--- src/rtl/pix_scan_pkg.sv ---
// Shared definitions for the pixel scan controller.
// Assumes a 2-bit register select on the control port.
package pix_scan_pkg;

    // Register selects on the control port.
    typedef enum logic [1:0] {
        SREG_FRONT  = 2'd0,
        SREG_BACK   = 2'd1,
        SREG_STATUS = 2'd2,
        SREG_NONE   = 2'd3
    } scan_reg_e;

    // Bit of the status word that holds the swap-pending flag.
    localparam int STATUS_PEND_BIT = 0;

endpackage

--- src/rtl/pix_raster_ctr.sv ---
// Raster position counter: x runs 0..H-1 inside a line, y runs 0..V-1
// across lines, and both wrap to zero after the last pixel.
// Assumes XW/YW are wide enough to hold H-1 and V-1.
module pix_raster_ctr #(
    parameter int H  = 320,
    parameter int V  = 240,
    parameter int XW = 9,
    parameter int YW = 8
) (
    input  logic          clk,
    input  logic          rst_n,
    input  logic          step,
    output logic [XW-1:0] pos_x,
    output logic [YW-1:0] pos_y
);

    localparam logic [XW-1:0] X_LAST = XW'(H - 1);
    localparam logic [YW-1:0] Y_LAST = YW'(V - 1);

    // Advance one pixel in raster order on each step.
    always_ff @(posedge clk) begin : p_advance
        if (!rst_n) begin
            pos_x <= '0;
            pos_y <= '0;
        end else if (step) begin
            if (pos_x == X_LAST) begin
                pos_x <= '0;
                pos_y <= (pos_y == Y_LAST) ? '0 : pos_y + 1'b1;
            end else begin
                pos_x <= pos_x + 1'b1;
            end
        end
    end

endmodule

--- src/rtl/pix_buf_regs.sv ---
// Front/back base registers and the deferred swap request.
// A swap request stays pending until frame_wrap, when the bases trade.
// Assumes frame_wrap pulses once per frame, on the accepted last fetch.
module pix_buf_regs
    import pix_scan_pkg::*;
#(
    parameter int               ADDR_W     = 32,
    parameter logic [ADDR_W-1:0] BASE_RESET = ADDR_W'(32'h0800_0000)
) (
    input  logic              clk,
    input  logic              rst_n,
    input  logic              wr_en,
    input  scan_reg_e         sel,
    input  logic [ADDR_W-1:0] wr_data,
    input  logic              frame_wrap,
    output logic [ADDR_W-1:0] front_base,
    output logic [ADDR_W-1:0] back_base,
    output logic              swap_pending,
    output logic [ADDR_W-1:0] rd_data
);

    logic swap_req;
    logic back_wr;
    logic do_swap;

    // Decode the write strobe and the boundary exchange.
    always_comb begin : p_decode
        swap_req = wr_en && (sel == SREG_FRONT);
        back_wr  = wr_en && (sel == SREG_BACK);
        do_swap  = frame_wrap && (swap_pending || swap_req);
    end

    // Hold the bases and the pending flag; exchange at the frame boundary.
    always_ff @(posedge clk) begin : p_bases
        if (!rst_n) begin
            front_base   <= BASE_RESET;
            back_base    <= BASE_RESET;
            swap_pending <= 1'b0;
        end else begin
            if (do_swap) begin
                front_base <= back_base;
            end
            if (back_wr) begin
                back_base <= wr_data;
            end else if (do_swap) begin
                back_base <= front_base;
            end
            swap_pending <= do_swap ? 1'b0 : (swap_pending || swap_req);
        end
    end

    // Read mux for the control port.
    always_comb begin : p_read
        rd_data = '0;
        unique case (sel)
            SREG_FRONT:  rd_data = front_base;
            SREG_BACK:   rd_data = back_base;
            SREG_STATUS: rd_data[STATUS_PEND_BIT] = swap_pending;
            default:     rd_data = '0;
        endcase
    end

endmodule

--- src/rtl/pix_resp_fifo.sv ---
// Small synchronous FIFO that buffers returned pixel words.
// Assumes the caller never pushes when full nor pops when empty.
module pix_resp_fifo #(
    parameter int W     = 16,
    parameter int DEPTH = 4,
    parameter int CNT_W = 3
) (
    input  logic             clk,
    input  logic             rst_n,
    input  logic             push,
    input  logic [W-1:0]     push_data,
    input  logic             pop,
    output logic [W-1:0]     pop_data,
    output logic [CNT_W-1:0] count
);

    localparam int PTR_W = (DEPTH > 1) ? $clog2(DEPTH) : 1;
    localparam logic [PTR_W-1:0] PTR_LAST = PTR_W'(DEPTH - 1);

    logic [W-1:0]     slot_q [DEPTH];
    logic [PTR_W-1:0] wr_ptr;
    logic [PTR_W-1:0] rd_ptr;

    // Step a pointer with wrap at DEPTH-1.
    function automatic logic [PTR_W-1:0] next_ptr(input logic [PTR_W-1:0] p);
        return (p == PTR_LAST) ? '0 : p + 1'b1;
    endfunction

    // Store the incoming word.
    always_ff @(posedge clk) begin : p_store
        if (push) begin
            slot_q[wr_ptr] <= push_data;
        end
    end

    // Move pointers and occupancy.
    always_ff @(posedge clk) begin : p_ptrs
        if (!rst_n) begin
            wr_ptr <= '0;
            rd_ptr <= '0;
            count  <= '0;
        end else begin
            if (push) wr_ptr <= next_ptr(wr_ptr);
            if (pop)  rd_ptr <= next_ptr(rd_ptr);
            unique case ({push, pop})
                2'b10:   count <= count + 1'b1;
                2'b01:   count <= count - 1'b1;
                default: count <= count;
            endcase
        end
    end

    assign pop_data = slot_q[rd_ptr];

endmodule

--- src/rtl/pix_scan_ctrl.sv ---
// Double-buffered pixel scan controller (top).
// Fetches a frame in raster order from front_base + ((y<<Y_SHIFT)|(x<<X_SHIFT)),
// prefetching under a credit limit of FIFO_DEPTH, and streams pixels out with
// a start-of-frame flag. Assumes memory returns words in request order, at
// least one cycle after acceptance.
module pix_scan_ctrl
    import pix_scan_pkg::*;
#(
    parameter int               H_PIXELS   = 320,
    parameter int               V_LINES    = 240,
    parameter int               PIX_W      = 16,
    parameter int               ADDR_W     = 32,
    parameter int               X_SHIFT    = 1,
    parameter int               Y_SHIFT    = 10,
    parameter int               FIFO_DEPTH = 4,
    parameter logic [ADDR_W-1:0] BASE_RESET = ADDR_W'(32'h0800_0000)
) (
    input  logic              clk,
    input  logic              rst_n,
    output logic              mem_req,
    output logic [ADDR_W-1:0] mem_addr,
    input  logic              mem_ready,
    input  logic              mem_rvalid,
    input  logic [PIX_W-1:0]  mem_rdata,
    input  logic              reg_wr,
    input  logic [1:0]        reg_addr,
    input  logic [ADDR_W-1:0] reg_wdata,
    output logic [ADDR_W-1:0] reg_rdata,
    output logic              pix_valid,
    input  logic              pix_ready,
    output logic [PIX_W-1:0]  pix_data,
    output logic              pix_sof
);

    localparam int XW    = (H_PIXELS > 1) ? $clog2(H_PIXELS) : 1;
    localparam int YW    = (V_LINES > 1) ? $clog2(V_LINES) : 1;
    localparam int CNT_W = $clog2(FIFO_DEPTH + 1);
    localparam logic [XW-1:0] X_LAST = XW'(H_PIXELS - 1);
    localparam logic [YW-1:0] Y_LAST = YW'(V_LINES - 1);
    localparam logic [CNT_W:0] CREDITS = (CNT_W + 1)'(FIFO_DEPTH);

    logic              active_q;
    logic [XW-1:0]     rd_x;
    logic [YW-1:0]     rd_y;
    logic [XW-1:0]     out_x;
    logic [YW-1:0]     out_y;
    logic [CNT_W-1:0]  inflight_q;
    logic [CNT_W-1:0]  fifo_cnt;
    logic [CNT_W:0]    credit_used;
    logic              credit_ok;
    logic              issue;
    logic              rd_last;
    logic              frame_wrap;
    logic              pop;
    logic [ADDR_W-1:0] front_base;
    logic [ADDR_W-1:0] back_base;
    logic              swap_pending;
    logic [ADDR_W-1:0] y_part;
    logic [ADDR_W-1:0] x_part;

    // Let one clean cycle pass after reset before the first fetch.
    always_ff @(posedge clk) begin : p_active
        if (!rst_n) active_q <= 1'b0;
        else        active_q <= 1'b1;
    end

    // Credit check: fetches in flight plus buffered words must stay below depth.
    always_comb begin : p_credit
        credit_used = {1'b0, inflight_q} + {1'b0, fifo_cnt};
        credit_ok   = credit_used < CREDITS;
        mem_req     = active_q && credit_ok;
        issue       = mem_req && mem_ready;
        rd_last     = (rd_x == X_LAST) && (rd_y == Y_LAST);
        frame_wrap  = issue && rd_last;
    end

    // Count fetches accepted but not yet returned.
    always_ff @(posedge clk) begin : p_inflight
        if (!rst_n) begin
            inflight_q <= '0;
        end else begin
            unique case ({issue, mem_rvalid})
                2'b10:   inflight_q <= inflight_q + 1'b1;
                2'b01:   inflight_q <= inflight_q - 1'b1;
                default: inflight_q <= inflight_q;
            endcase
        end
    end

    // Pack the coordinates into a byte offset and add the front base.
    always_comb begin : p_addr
        y_part   = ADDR_W'(rd_y) << Y_SHIFT;
        x_part   = ADDR_W'(rd_x) << X_SHIFT;
        mem_addr = front_base + (y_part | x_part);
    end

    // Fetch-side raster position.
    pix_raster_ctr #(
        .H (H_PIXELS), .V (V_LINES), .XW (XW), .YW (YW)
    ) u_rd_pos (
        .clk   (clk),
        .rst_n (rst_n),
        .step  (issue),
        .pos_x (rd_x),
        .pos_y (rd_y)
    );

    // Base registers and swap control.
    pix_buf_regs #(
        .ADDR_W (ADDR_W), .BASE_RESET (BASE_RESET)
    ) u_regs (
        .clk          (clk),
        .rst_n        (rst_n),
        .wr_en        (reg_wr),
        .sel          (scan_reg_e'(reg_addr)),
        .wr_data      (reg_wdata),
        .frame_wrap   (frame_wrap),
        .front_base   (front_base),
        .back_base    (back_base),
        .swap_pending (swap_pending),
        .rd_data      (reg_rdata)
    );

    // Response buffer between memory and the pixel stream.
    pix_resp_fifo #(
        .W (PIX_W), .DEPTH (FIFO_DEPTH), .CNT_W (CNT_W)
    ) u_fifo (
        .clk       (clk),
        .rst_n     (rst_n),
        .push      (mem_rvalid),
        .push_data (mem_rdata),
        .pop       (pop),
        .pop_data  (pix_data),
        .count     (fifo_cnt)
    );

    // Output handshake.
    always_comb begin : p_out
        pix_valid = (fifo_cnt != '0);
        pop       = pix_valid && pix_ready;
        pix_sof   = pix_valid && (out_x == '0) && (out_y == '0);
    end

    // Output-side raster position, used for the frame-start flag.
    pix_raster_ctr #(
        .H (H_PIXELS), .V (V_LINES), .XW (XW), .YW (YW)
    ) u_out_pos (
        .clk   (clk),
        .rst_n (rst_n),
        .step  (pop),
        .pos_x (out_x),
        .pos_y (out_y)
    );

endmodule

--- config.mk ---
export PLATFORM = sky130hd
export DESIGN_NAME = pix_scan_ctrl
export DESIGN_NICKNAME = d
export VERILOG_FILES = /design/src/rtl/pix_scan_pkg.sv /design/src/rtl/pix_raster_ctr.sv /design/src/rtl/pix_buf_regs.sv /design/src/rtl/pix_resp_fifo.sv /design/src/rtl/pix_scan_ctrl.sv
export SDC_FILE = /design/constraint.sdc
export NUM_CORES = 1
export LEC_CHECK = 0
export ABC_CLOCK_PERIOD_IN_PS = 2510
export BUFFER_PORTS_ARGS = -buffer_cell sky130_fd_sc_hd__buf_2
export CORE_ASPECT_RATIO = 0.8
export CORE_UTILIZATION = 40
export CTS_CLUSTER_SIZE = 24
export DETAILED_ROUTE_END_ITERATION = 8
export SYNTH_ARGS = -nofsm -noshare
export SYNTH_HDL_FRONTEND = slang
export SYNTH_HIERARCHICAL = 1
export SYNTH_SLANG_ARGS = --single-unit
--- constraint.sdc ---
create_clock -name clk -period 2.51 [get_ports clk]
set_input_delay 0.251 -clock clk [delete_from_list [all_inputs] [get_ports clk]]
set_output_delay 0.251 -clock clk [all_outputs]
set_load 0.01 [all_outputs]
==> key figures, run 1 <==
Run status
  • Status: complete, but fails checks
  • Failing checks: negative setup slack

Cells and area
  • Ant diodes: 0
  • Final nets: 1287
  • Post-route cell area: 13100 um2
  • Layout cells sized above 1: 40.0%
  • Layout area overhead: 35.9%

Detailed routing
  • Initial DRC Count: 517
  • Drt drc: 0
  • Pre-antenna DRT Iters: 5
  • WL final: 27300 um
  • WL/cell: 17.9 um
  • Via count: 8454
  • Via-per-instance ratio: 5.55
  • Final ANT Viol Nets: 0

Placement
  • Dpl cell area: 11500 um2
  • Pre-CTS setup slack: -0.223 ns
  • Gpl congestion: 0.849
  • Port Buffers: 138
  • Detailed placer's ending HPWL: 18300 um

STA
  • Slew Viols, Final: 0
  • Clk_skew: 0.00942 ns
  • Max-Slew Margin vs Limit: 50.0%
  • Final setup viols: 31
  • Unrepaired setup endpoints after global routing: yes
  • Crit path time final: 2.96 ns
  • Final period utilization: 118%
  • Slew at the pin closest to its max-slew limit: 0.749 ns
  • Final worst setup slack: -0.448 ns
  • Endpoints failing hold: 0
  • Sum of negative setup slack: -8.45 ns
  • Max Clock Freq: 338 MHz

Logic synthesis
  • Synth cell count leaders: dfxtp_1, nor2_1, a21oi_1, edfxtp_1, nand2_1
  • Most common cell in the synthesized netlist: dfxtp_1
  • Post-Synthesis Cells: 968
  • Distinct cells, synth: 71
  • Syn nets: 1057
  • Warnings from Yosys: 6
  • Post-synth EDFFs: 64
  • Top-area cell type share of the netlist area: 23.2%
  • Primary FF master, synth: dfxtp_1
  • Mean Syn Cell Area: 10.0 um2
  • Post-synthesis sequential area ratio: 43.0%
  • Synth Register Bits: 176
  • Synth area leaders: dfxtp_1, edfxtp_1, a211oi_2, ha_1, nor2_1
  • FFs w/ async S/R, synth: 0%
  • Area of the mapped netlist: 9680 um2
  • Area leader, netlist: dfxtp_1

Floorplanning
  • FP Rows: 50
  • Total core area: 23600 um2
  • # IOs: 139
  • Starting Density: 41.0%
  • Die H: 141 um
  • DIE WIDTH: 176 um
  • Die area: 24800 um2

Pwr
  • Pwr dens: 536 nW/um2
  • Leakage: 0.00520 uW
  • Peak supply drop: 425 uV

Global routing
  • Vias in the first global route: 7917
  • Global Route Usage Sum: 22.0%
  • Grt ovf: 0
  • Antenna violations before repair: 1
  • Largest net degree at the start of global routing: 40
  • Global-route wire length before repair: 42800 um

Hold path
  • Hold Crit Class: in2reg

Worst setup path
  • Critical setup path kind: reg2out
  • CP Data Required Time: 2.26 ns
  • Worst EP arrival: 2.71 ns
  • Critical-path cell list: buf_6, ha_4, a21oi_2, nand4b_1, a211o_2, a211oi_4, buf_4, nor3_2, a21oi_2, buf_2
  • Slowest CP cell: a211o_2
  • CP endpoint kind: output port
  • Most used cell along the critical path: a21oi_2
  • CP max stage delay: 0.40 ns
  • Worst-path fanout max: 3
  • CP startpoint kind: flop

Clock network
  • Cts hold-fix bufs: 0
  • Total CTS buffers: 17
  • Clock tree buffer depth: 2
  • Max H-tree Level: 4
  • Clock latency on the worst-skew pair: 0.44 ns
  • CTS Sinks: 176
  • CTS clk-pin slew, worst paths: 0.07 ns
  • Clock tree root buffer cell: clkbuf_16
  • CTS tree: done

Run
  • MaxCap Viol Count: 0
## worst max-delay path, delay by kind of cell (launching register included)
family | cells | cell delay, ns
flops | 1 | 0.36
simple gates | 2 | 0.31
compound gates | 4 | 0.90
fa+ha+maj | 1 | 0.25
buf+inv | 3 | 0.44
## final cells by class
cell class	instances	area, um2
multi-input cells	705	5820
clock buffers	19	443
well taps	312	390
inverters	21	81.3
repair buffers	277	2100
clock inverters	13	129
fillers	2023	10400
flip-flops and latches	176	4180
## cells in the final DEF (no fill, tap or decap), drive strengths merged, types with 5 or more instances in the layout
cell type,instances
a211oi,70
a21o,9
a21oi,66
and2,14
and3,18
buf,277
clkbuf,19
clkinv,5
dfxtp,112
edfxtp,64
ha,30
inv,26
mux2i,34
mux4,16
nand2,56
nand2b,5
nand3,55
nand4,10
nor2,94
nor2b,16
nor3,11
nor4,6
o211ai,36
o21ai,45
o22ai,6
o31ai,5
or3,10
xnor2,19
xor2,24
## state kept, by name, summed over array words and instances, names as in the netlist, 3 cells and up, named ones only
register and flops:
u_out_pos/pos_y 8, u_fifo/count 3, u_out_pos/pos_x 9, u_rd_pos/pos_y 8, u_fifo/slot_q 64, u_regs/front_base 32
u_regs/back_base 32, u_rd_pos/pos_x 9, inflight_q 3
## routing by layer
layer | wire (um) | GRT usage [%]
met5 | 0 | 0
met4 | 428 | 7.19
met3 | 1480 | 4.05
met2 | 12500 | 33.8
met1 | 12900 | 31.1
## repair_timing
| item | 4_1_cts | 5_1_grt |
|---|---|---|
| setup endpoints to repair | 56 | 95 |
| resized for setup | 114 | 50 |
| gates cloned | 8 | 0 |
| buffers inserted | 19 | 5 |
| pin swaps | 83 | 46 |
## report_power, final
| part | internal [uW] | switching (uW) | total (uW) | leakage [uW] |
|---|---|---|---|---|
| clock | 1420 | 1200 | 2620 | 0.000280 |
| sequential | 3100 | 109 | 3210 | 0.00150 |
| combinational | 610 | 615 | 1230 | 0.00342 |
| total | 5130 | 1920 | 7050 | 0.00520 |
## metrics by stage
| stage | utilization (%) | hold slack [ns] | power, uW | instances |
|---|---|---|---|---|
| after global placement | 48.6 | 0.473 | 4380 | 1463 |
| after CTS | 54.6 | 0.0102 | 7070 | 1520 |
| after detailed placement | 48.6 | 0.468 | 4420 | 1463 |
| after global routing | 55.7 | 0.0218 | 7360 | 1523 |
| after floorplan | - | 0.279 | 4030 | 968 |
| final | 55.7 | 0.0271 | 7050 | 1523 |
## kinds of logic (layout without fill, tap and decap cells)
kind of cell / Yosys count / count (layout) / synth area share, %
AND/OR/NAND/NOR: 316 / 316 / 16.7
AO/OA/AOI/OAI: 263 / 263 / 19.6
flip-flops: 176 / 176 / 43.0
buffers and inverters: 87 / 330 / 4.80
multiplexers: 50 / 50 / 7.47
XOR/XNOR: 43 / 43 / 3.89
adder cells (fa/ha/maj): 33 / 33 / 4.50
## final timing paths
| path | slack [ns] | end | cells after the start | from |
|---|---|---|---|---|
| worst min-delay path | 0.03 | u_fifo/slot_q[3][4] | 1 | mem_rdata[4] |
| worst max register to register | -0.09 | u_regs/back_base[2] | 12 | u_fifo/count[1] |
| worst max-delay path | -0.45 | mem_addr[20] | 10 | u_rd_pos/pos_x[1] |
| worst min register to register | 0.51 | u_out_pos/pos_y[7] | 2 | u_out_pos/pos_y[7] |
(Power assumes the default switching activity.)
==> inputs of run 2 (changes only) <==
--- a/config.mk
+++ b/config.mk
@@ -11,7 +11,7 @@
 export CORE_UTILIZATION = 40
 export CTS_CLUSTER_SIZE = 24
 export DETAILED_ROUTE_END_ITERATION = 8
+export SLEW_MARGIN = 20
 export SYNTH_ARGS = -nofsm -noshare
 export SYNTH_HDL_FRONTEND = slang
-export SYNTH_HIERARCHICAL = 1
 export SYNTH_SLANG_ARGS = --single-unit
==> key figures, run 2 <==
Pwr
  • Pwr Total: 7000 uW (was 7050 uW)
  • Clock network power share: 38.4% (was 37.1%)
  • Pwr dens: 604 nW/um2 (was 536 nW/um2)
  • Sequential power share: 45.5% (about the same)
  • P_sw: 2010 uW (was 1920 uW)
  • Leakage: 0.00497 uW (was 0.00520 uW)
  • P_int: 5000 uW (was 5130 uW)
  • Switching share of power: 28.6% (was 27.3%)
  • Combinational Power Share: 16.1% (was 17.4%)
  • Peak supply drop: 450 uV (was 425 uV)

STA
  • Crit path time final: 3.03 ns (was 2.96 ns)
  • Hold Slack: 0.0220 ns (was 0.0271 ns)
  • Final worst setup slack: -0.523 ns (was -0.448 ns)
  • Clk_skew: 0.0224 ns (was 0.00942 ns)
  • Final setup viols: 25 (was 31)
  • Slew at the pin closest to its max-slew limit: 0.630 ns (was 0.749 ns)
  • Unrepaired setup endpoints after global routing: yes (unchanged)
  • Max-Slew Margin vs Limit: 58.0% (was 50.0%)
  • Endpoints failing hold: 0 (unchanged)
  • Slew Viols, Final: 0 (unchanged)
  • Final period utilization: 121% (was 118%)
  • Sum of negative setup slack: -9.10 ns (was -8.45 ns)
  • Max Clock Freq: 330 MHz (was 338 MHz)

Placement
  • Detailed placer's ending HPWL: 14900 um (was 18300 um)
  • Gpl congestion: 0.834 (was 0.849)
  • Port Buffers: 138 (unchanged)
  • Placed Instances: 1353 (was 1463)

Global routing
  • Global Route Usage Sum: 19.0% (was 22.0%)
  • Grt ovf: 0 (unchanged)
  • Largest net degree at the start of global routing: 41 (was 40)
  • Vias in the first global route: 6642 (was 7917)
  • Antenna violations before repair: 0 (was 1)
  • Global-route wire length before repair: 34000 um (was 42800 um)

Run status
  • Status: complete, but fails checks (unchanged)
  • Failing checks: negative setup slack (unchanged)

Run
  • MaxCap Viol Count: 0 (unchanged)

Detailed routing
  • Initial DRC Count: 408 (was 517)
  • Drt drc: 0 (unchanged)
  • Final ANT Viol Nets: 0 (unchanged)
  • Via-per-instance ratio: 4.98 (was 5.55)
  • WL/cell: 15.8 um (was 17.9 um)
  • Via count: 6972 (was 8454)
  • Pre-antenna DRT Iters: 4 (was 5)
  • WL final: 22200 um (was 27300 um)

Floorplanning
  • Die area: 22800 um2 (was 24800 um2)
  • Total core area: 21700 um2 (was 23600 um2)
  • Die H: 135 um (was 141 um)
  • # IOs: 139 (unchanged)
  • DIE WIDTH: 169 um (was 176 um)
  • FP Rows: 48 (was 50)
  • Starting Density: 41.0% (about the same)

Cells and area
  • Fill cells: 1948 (was 2023)
  • Layout area overhead: 30.5% (was 35.9%)
  • Commonest non-fill, non-tap cell in the layout: buf_2 (unchanged)
  • Max FFs per register: 64 (unchanged)
  • Most frequent cells in the layout: buf_2, nand2_1, dfxtp_1, buf_4, nor2_1 (was buf_2, buf_4, dfxtp_1, nor2_1, edfxtp_1)
  • Fin util: 53.5% (was 55.7%)
  • Finished Layout Cells: 1400 (was 1523)
  • Final nets: 1177 (was 1287)
  • Biggest regs: u_fifo.slot_q (64), u_regs.back_base (32), u_regs.front_base (32) (was u_fifo/slot_q (64), u_regs/back_base (32), u_regs/front_base (32))
  • Most flops, register: u_fifo.slot_q (was u_fifo/slot_q)
  • Layout cells sized above 1: 33.2% (was 40.0%)

Clock network
  • Clock latency on the worst-skew pair: 0.44 ns (about the same)
  • Clock tree buffer depth: 2 (unchanged)
  • CTS tree: done (unchanged)
  • Max H-tree Level: 4 (unchanged)
  • Clock tree root buffer cell: clkbuf_16 (unchanged)
  • CTS Sinks: 176 (unchanged)
  • CTS clk-pin slew, worst paths: 0.09 ns (was 0.07 ns)
  • Total CTS buffers: 17 (unchanged)

Logic synthesis
  • Mean Syn Cell Area: 10.2 um2 (was 10.0 um2)
  • Post-synthesis sequential area ratio: 46.9% (was 43.0%)
  • Area of the mapped netlist: 8880 um2 (was 9680 um2)
  • Post-Synthesis Cells: 867 (was 968)
  • Synth Register Bits: 176 (unchanged)
  • Synth cell count leaders: dfxtp_1, nand2_1, nor2_1, mux2i_1, edfxtp_1 (was dfxtp_1, nor2_1, a21oi_1, edfxtp_1, nand2_1)
  • Distinct cells, synth: 63 (was 71)
  • Post-synth EDFFs: 64 (unchanged)
  • Synth area leaders: dfxtp_1, edfxtp_1, mux2i_1, ha_1, nand2_1 (was dfxtp_1, edfxtp_1, a211oi_2, ha_1, nor2_1)
  • Most common cell in the synthesized netlist: dfxtp_1 (unchanged)
  • Top-area cell type share of the netlist area: 25.2% (was 23.2%)
  • Warnings from Yosys: 0 (was 6)
  • FFs w/ async S/R, synth: 0% (unchanged)
  • Syn nets: 958 (was 1057)
  • Primary FF master, synth: dfxtp_1 (unchanged)
  • Area leader, netlist: dfxtp_1 (unchanged)

Worst setup path
  • Worst-path fanout max: 3 (unchanged)
  • CP startpoint kind: flop (unchanged)
  • Worst EP arrival: 2.78 ns (was 2.71 ns)
  • Critical setup path kind: reg2out (unchanged)
  • CP endpoint kind: output port (unchanged)
  • CP Data Required Time: 2.26 ns (about the same)

Hold path
  • Hold Crit Class: in2reg (unchanged)
[run 2: changes by cell type after synthesis, sizes merged, moves of 6 or more]
| cell | before | now |
|---|---|---|
| clkbuf | 24 | 35 |
| nand3 | 55 | 17 |
| and3 | 18 | 6 |
| nor2 | 94 | 69 |
| a211oi | 70 | 2 |
| nor2b | 16 | 10 |
| o211ai | 36 | 2 |
| a21boi | 4 | 38 |
| nand2 | 56 | 102 |
| xnor2 | 19 | 35 |
| a21oi | 66 | 56 |
| buf | 42 | 11 |
| o22ai | 6 | 0 |
| mux2i | 34 | 66 |
[run 2: cell type report]
cell class                      instances  area, um2  area share [%]
Multi-Input combinational cell        622       4720            40.8
Sequential cell                       176       4180            36.1
Timing Repair Buffer                  245       1610            13.9
Clock buffer                           17        425            3.67
Tap cell                              300        375            3.24
Clock inverter                         15        178            1.53
Inverter                               24       92.6           0.799
Antenna cell                            1       2.50          0.0216
[run 2: per-stage QoR]
step	area (um2)	setup WS (ns)
after CTS	11300	-0.542
after global routing	11600	-0.657
after floorplan	8900	-0.0198
after detailed placement	10500	-0.289
after global placement	10500	-0.253
final	11600	-0.523
[run 2: cells by family after synthesis]
kind of cell,after synthesis,share of synthesized area (%)
compound gates,172,12.1
flops,176,46.9
xor+xnor,58,5.72
mux,83,11.6
fa+ha+maj,35,5.18
buf+inv,70,3.48
simple gates,273,15.0
[run 2: routing by layer]
| layer | GRT usage (%) | vias up | wire [um] |
|---|---|---|---|
| met5 | 0 | - | 0 |
| met2 | 30.5 | 126 | 10200 |
| li1 | - | 3534 | - |
| met3 | 3.56 | 16 | 888 |
| met4 | 5.00 | 0 | 186 |
| met1 | 26.4 | 3296 | 10900 |
[run 2: power by group through the flow]
stage / combinational (uW) / clock, uW / sequential [uW]
5_1_grt: 1260 / 2860 / 3210
2_1_floorplan: 714 / 0 / 3230
6_report: 1130 / 2690 / 3190
3_5_place_dp: 1090 / 0 / 3240
3_3_place_gp: 1080 / 0 / 3240
4_1_cts: 1100 / 2750 / 3180
[run 2: what timing repair did]
| action | 4_1_cts | 5_1_grt |
|---|---|---|
| gates resized for setup | 38 | 38 |
| hold buffers | 0 | 0 |
| pin swaps | 26 | 24 |
| endpoints found under the setup margin | 45 | 84 |
| setup buffers | 3 | 5 |
| gates cloned | 0 | 6 |
[run 2: critical path, stage by stage (launching register included)]
cell	delay, ns
dfxtp_2	0.34
ha_4	0.17
fa_2	0.39
a21oi_2	0.17
o211ai_1	0.15
a2111oi_2	0.33
buf_4	0.20
or2_4	0.13
o21bai_1	0.10
xor2_1	0.20
buf_2	0.17
[run 2: worst paths after layout]
kind                      endpoint  cells after the start  slack, ns                  from
max                   mem_addr[15]                     10      -0.52  u_regs.front_base[1]
min            u_fifo.slot_q[1][8]                      1       0.02          mem_rdata[8]
max reg2reg   u_regs.back_base[16]                      8       0.09     u_rd_pos.pos_x[0]
min reg2reg  u_regs.front_base[21]                      2       0.48  u_regs.back_base[21]
==> inputs of run 3 (changes only) <==
--- a/config.mk
+++ b/config.mk
@@ -5,7 +5,7 @@
 export SDC_FILE = /design/constraint.sdc
 export NUM_CORES = 1
 export LEC_CHECK = 0
-export ABC_CLOCK_PERIOD_IN_PS = 2510
+export ABC_CLOCK_PERIOD_IN_PS = 3900
 export BUFFER_PORTS_ARGS = -buffer_cell sky130_fd_sc_hd__buf_2
 export CORE_ASPECT_RATIO = 0.8
 export CORE_UTILIZATION = 40
==> constraint.sdc (replaced) <==
create_clock -name clk -period 3.9 [get_ports clk]
set_input_delay 0.39 -clock clk [delete_from_list [all_inputs] [get_ports clk]]
set_output_delay 0.39 -clock clk [all_outputs]
set_load 0.01 [all_outputs]
==> key figures, run 3 (synthesized netlist as in run 2, its figures left out) <==
Run status
  • Status: complete, no violations (was complete, but fails checks)

Cells and area
  • Commonest non-fill, non-tap cell in the layout: buf_2 (unchanged)
  • Ant diodes: 0 (was 1)
  • Layout area overhead: 17.8% (was 30.5%)
  • Most frequent cells in the layout: buf_2, dfxtp_1, nand2_1, nor2_1, mux2i_1 (was buf_2, nand2_1, dfxtp_1, buf_4, nor2_1)
  • Post-route cell area: 10500 um2 (was 11600 um2)
  • Layout cells sized above 1: 21.7% (was 33.2%)
  • Biggest regs: u_fifo.slot_q (64), u_regs.back_base (32), u_regs.front_base (32) (unchanged)
  • Fin util: 48.3% (was 53.5%)
  • Final nets: 1080 (was 1177)
  • Most flops, register: u_fifo.slot_q (unchanged)
  • Fill cells: 2022 (was 1948)
  • Max FFs per register: 64 (unchanged)

STA
  • Sum of negative setup slack: 0 ns (was -9.10 ns)
  • Final period utilization: 90.1%
  • Final setup viols: 0 (was 25)
  • Endpoints failing hold: 0 (unchanged)
  • Clk_skew: 0.0146 ns (was 0.0224 ns)
  • Slew at the pin closest to its max-slew limit: 0.985 ns (was 0.630 ns)
  • Max Clock Freq: 285 MHz
  • Slew Viols, Final: 0 (unchanged)
  • Max-Slew Margin vs Limit: 33.5% (was 58.0%)
  • Unrepaired setup endpoints after global routing: no (was yes)
  • Crit path time final: 3.51 ns

Clock network
  • Clock tree buffer depth: 2 (unchanged)
  • CTS Sinks: 176 (unchanged)
  • CTS tree: done (unchanged)
  • Cts hold-fix bufs: 0 (unchanged)
  • Total CTS buffers: 17 (unchanged)
  • Clock tree root buffer cell: clkbuf_16 (unchanged)
  • Max H-tree Level: 4 (unchanged)
  • CTS clk-pin slew, worst paths: 0.08 ns (was 0.09 ns)
  • Clock latency on the worst-skew pair: 0.43 ns (was 0.44 ns)

Worst setup path
  • R2R depth: 9 (was 8)
  • CP Data Required Time: 3.51 ns (was 2.26 ns)
  • Slowest CP cell: or3b_2 (was fa_2)
  • Critical setup path kind: reg2out (unchanged)
  • Worst EP arrival: 3.12 ns (was 2.78 ns)
  • CP max stage delay: 0.49 ns (was 0.39 ns)
  • Worst flop-to-flop path startpoint: u_fifo.count[2] (was u_rd_pos.pos_x[0])
  • FF-to-FF setup slack: 0.87 ns (was 0.09 ns)
  • Worst-path fanout max: 5 (was 3)
  • CP startpoint kind: flop (unchanged)
  • CP endpoint kind: output port (unchanged)
  • Critical-path cell list: ha_1, nand2_1, or3b_2, a211oi_2, o41ai_2, a2111oi_2, xor2_1, buf_2 (was ha_4, fa_2, a21oi_2, o211ai_1, a2111oi_2, buf_4, or2_4, o21bai_1, xor2_1, buf_2)
  • R2r endpoint: u_regs.front_base[14] (was u_regs.back_base[16])

Floorplanning
  • FP Rows: 48 (unchanged)
  • Die area: 22800 um2 (unchanged)
  • DIE WIDTH: 169 um (unchanged)
  • Starting Density: 41.0% (unchanged)
  • Die H: 135 um (unchanged)
  • Total core area: 21700 um2 (unchanged)
  • # IOs: 139 (unchanged)

Run
  • MaxCap Viol Count: 0 (unchanged)

Detailed routing
  • WL/cell: 15.5 um (was 15.8 um)
  • Initial DRC Count: 349 (was 408)
  • WL final: 20100 um (was 22200 um)
  • Drt drc: 0 (unchanged)
  • Final ANT Viol Nets: 0 (unchanged)
  • Via count: 6555 (was 6972)
  • Pre-antenna DRT Iters: 4 (unchanged)
  • Via-per-instance ratio: 5.03 (was 4.98)

Placement
  • Port Buffers: 138 (unchanged)
  • Detailed placer's ending HPWL: 13900 um (was 14900 um)
  • Gpl congestion: 0.830 (was 0.834)
  • Dpl cell area: 9820 um2 (was 10500 um2)

Hold path
  • WHS Endpoint: u_fifo.slot_q[1][12] (was u_fifo.slot_q[1][8])
  • WHS Path Cells: 1 (unchanged)
  • Hold Crit Class: in2reg (unchanged)
  • Hold path start: mem_rdata[12] (was mem_rdata[8])

Pwr
  • Peak supply drop: 278 uV (was 450 uV)
  • Leakage: 0.00443 uW (was 0.00497 uW)
  • Pwr dens: 425 nW/um2 (was 604 nW/um2)
  • Pwr Total: 4450 uW (was 7000 uW)

Global routing
  • Grt ovf: 0 (unchanged)
  • Global-route wire length before repair: 32600 um (was 34000 um)
  • Global Route Usage Sum: 18.3% (was 19.0%)
  • Antenna violations before repair: 0 (unchanged)
  • Vias in the first global route: 6293 (was 6642)
  • Largest net degree at the start of global routing: 62 (was 41)
-- run 3: changes by cell type in the layout (fill, tap and decap cells not counted), sizes merged --
cell      delta
clkinvlp     -1
diode        -1
buf         -92
inv          +3
clkbuf       -4
or4          -1
clkinv       -2
-- run 3: repair_timing --
item | 4_1_cts | 5_1_grt
setup buffers | 0 | 0
resized for setup | 0 | 1
endpoints found under the setup margin | 0 | 6
-- run 3: layer usage --
| metal | track usage [%] | wire (um) | vias up |
|---|---|---|---|
| li1 | - | - | 3330 |
| met1 | 25.4 | 10200 | 3097 |
| met2 | 29.3 | 9080 | 118 |
| met3 | 3.83 | 709 | 10 |
| met4 | 4.29 | 122 | 0 |
| met5 | 0 | 0 | - |
-- run 3: worst max-delay path: cells and delay by family (launching register included) --
family / cells / cell delay [ns]
flops: 1 / 0.36
xor+xnor: 1 / 0.17
buf+inv: 1 / 0.14
compound gates: 3 / 1.05
fa+ha+maj: 1 / 0.36
simple gates: 2 / 0.59
-- run 3: final cells by class --
| class | instances | area [um2] | area share, % |
|---|---|---|---|
| tap | 300 | 375 | 3.59 |
| sequential | 176 | 4160 | 39.8 |
| clock inverter | 15 | 186 | 1.78 |
| timing repair buffer | 149 | 806 | 7.70 |
| inverter | 24 | 90.1 | 0.861 |
| multi-input combinational | 621 | 4420 | 42.2 |
| clock buffer | 17 | 425 | 4.06 |
-- run 3: power by group --
group	internal (uW)	total, uW	switching (uW)
clock network	881	1750	867
registers	1990	2070	83.3
logic	300	626	326
-- run 3: how the worst max path moves through the flow --
stage / from / to / slack, ns / cells after the start
CTS: u_rd_pos.pos_x[0] / mem_addr[27] / 0.03 / 10
finish: u_rd_pos.pos_x[3] / mem_addr[30] / 0.39 / 8
global route: u_rd_pos.pos_x[0] / mem_addr[25] / 0.19 / 10
detailed placement: u_rd_pos.pos_x[0] / mem_addr[27] / 0.52 / 10
floorplan: u_rd_pos.pos_x[3] / mem_addr[30] / 1.20 / 7
global placement: u_rd_pos.pos_x[0] / mem_addr[27] / 0.60 / 10
-- run 3: metrics by stage --
stage               cells  hold WS, ns  worst slack, ns
floorplan             867        0.418             1.20
global placement     1269        0.459            0.597
detailed placement   1269        0.461            0.516
CTS                  1301        0.142           0.0290
global route         1302        0.142            0.187
finish               1302        0.163            0.385
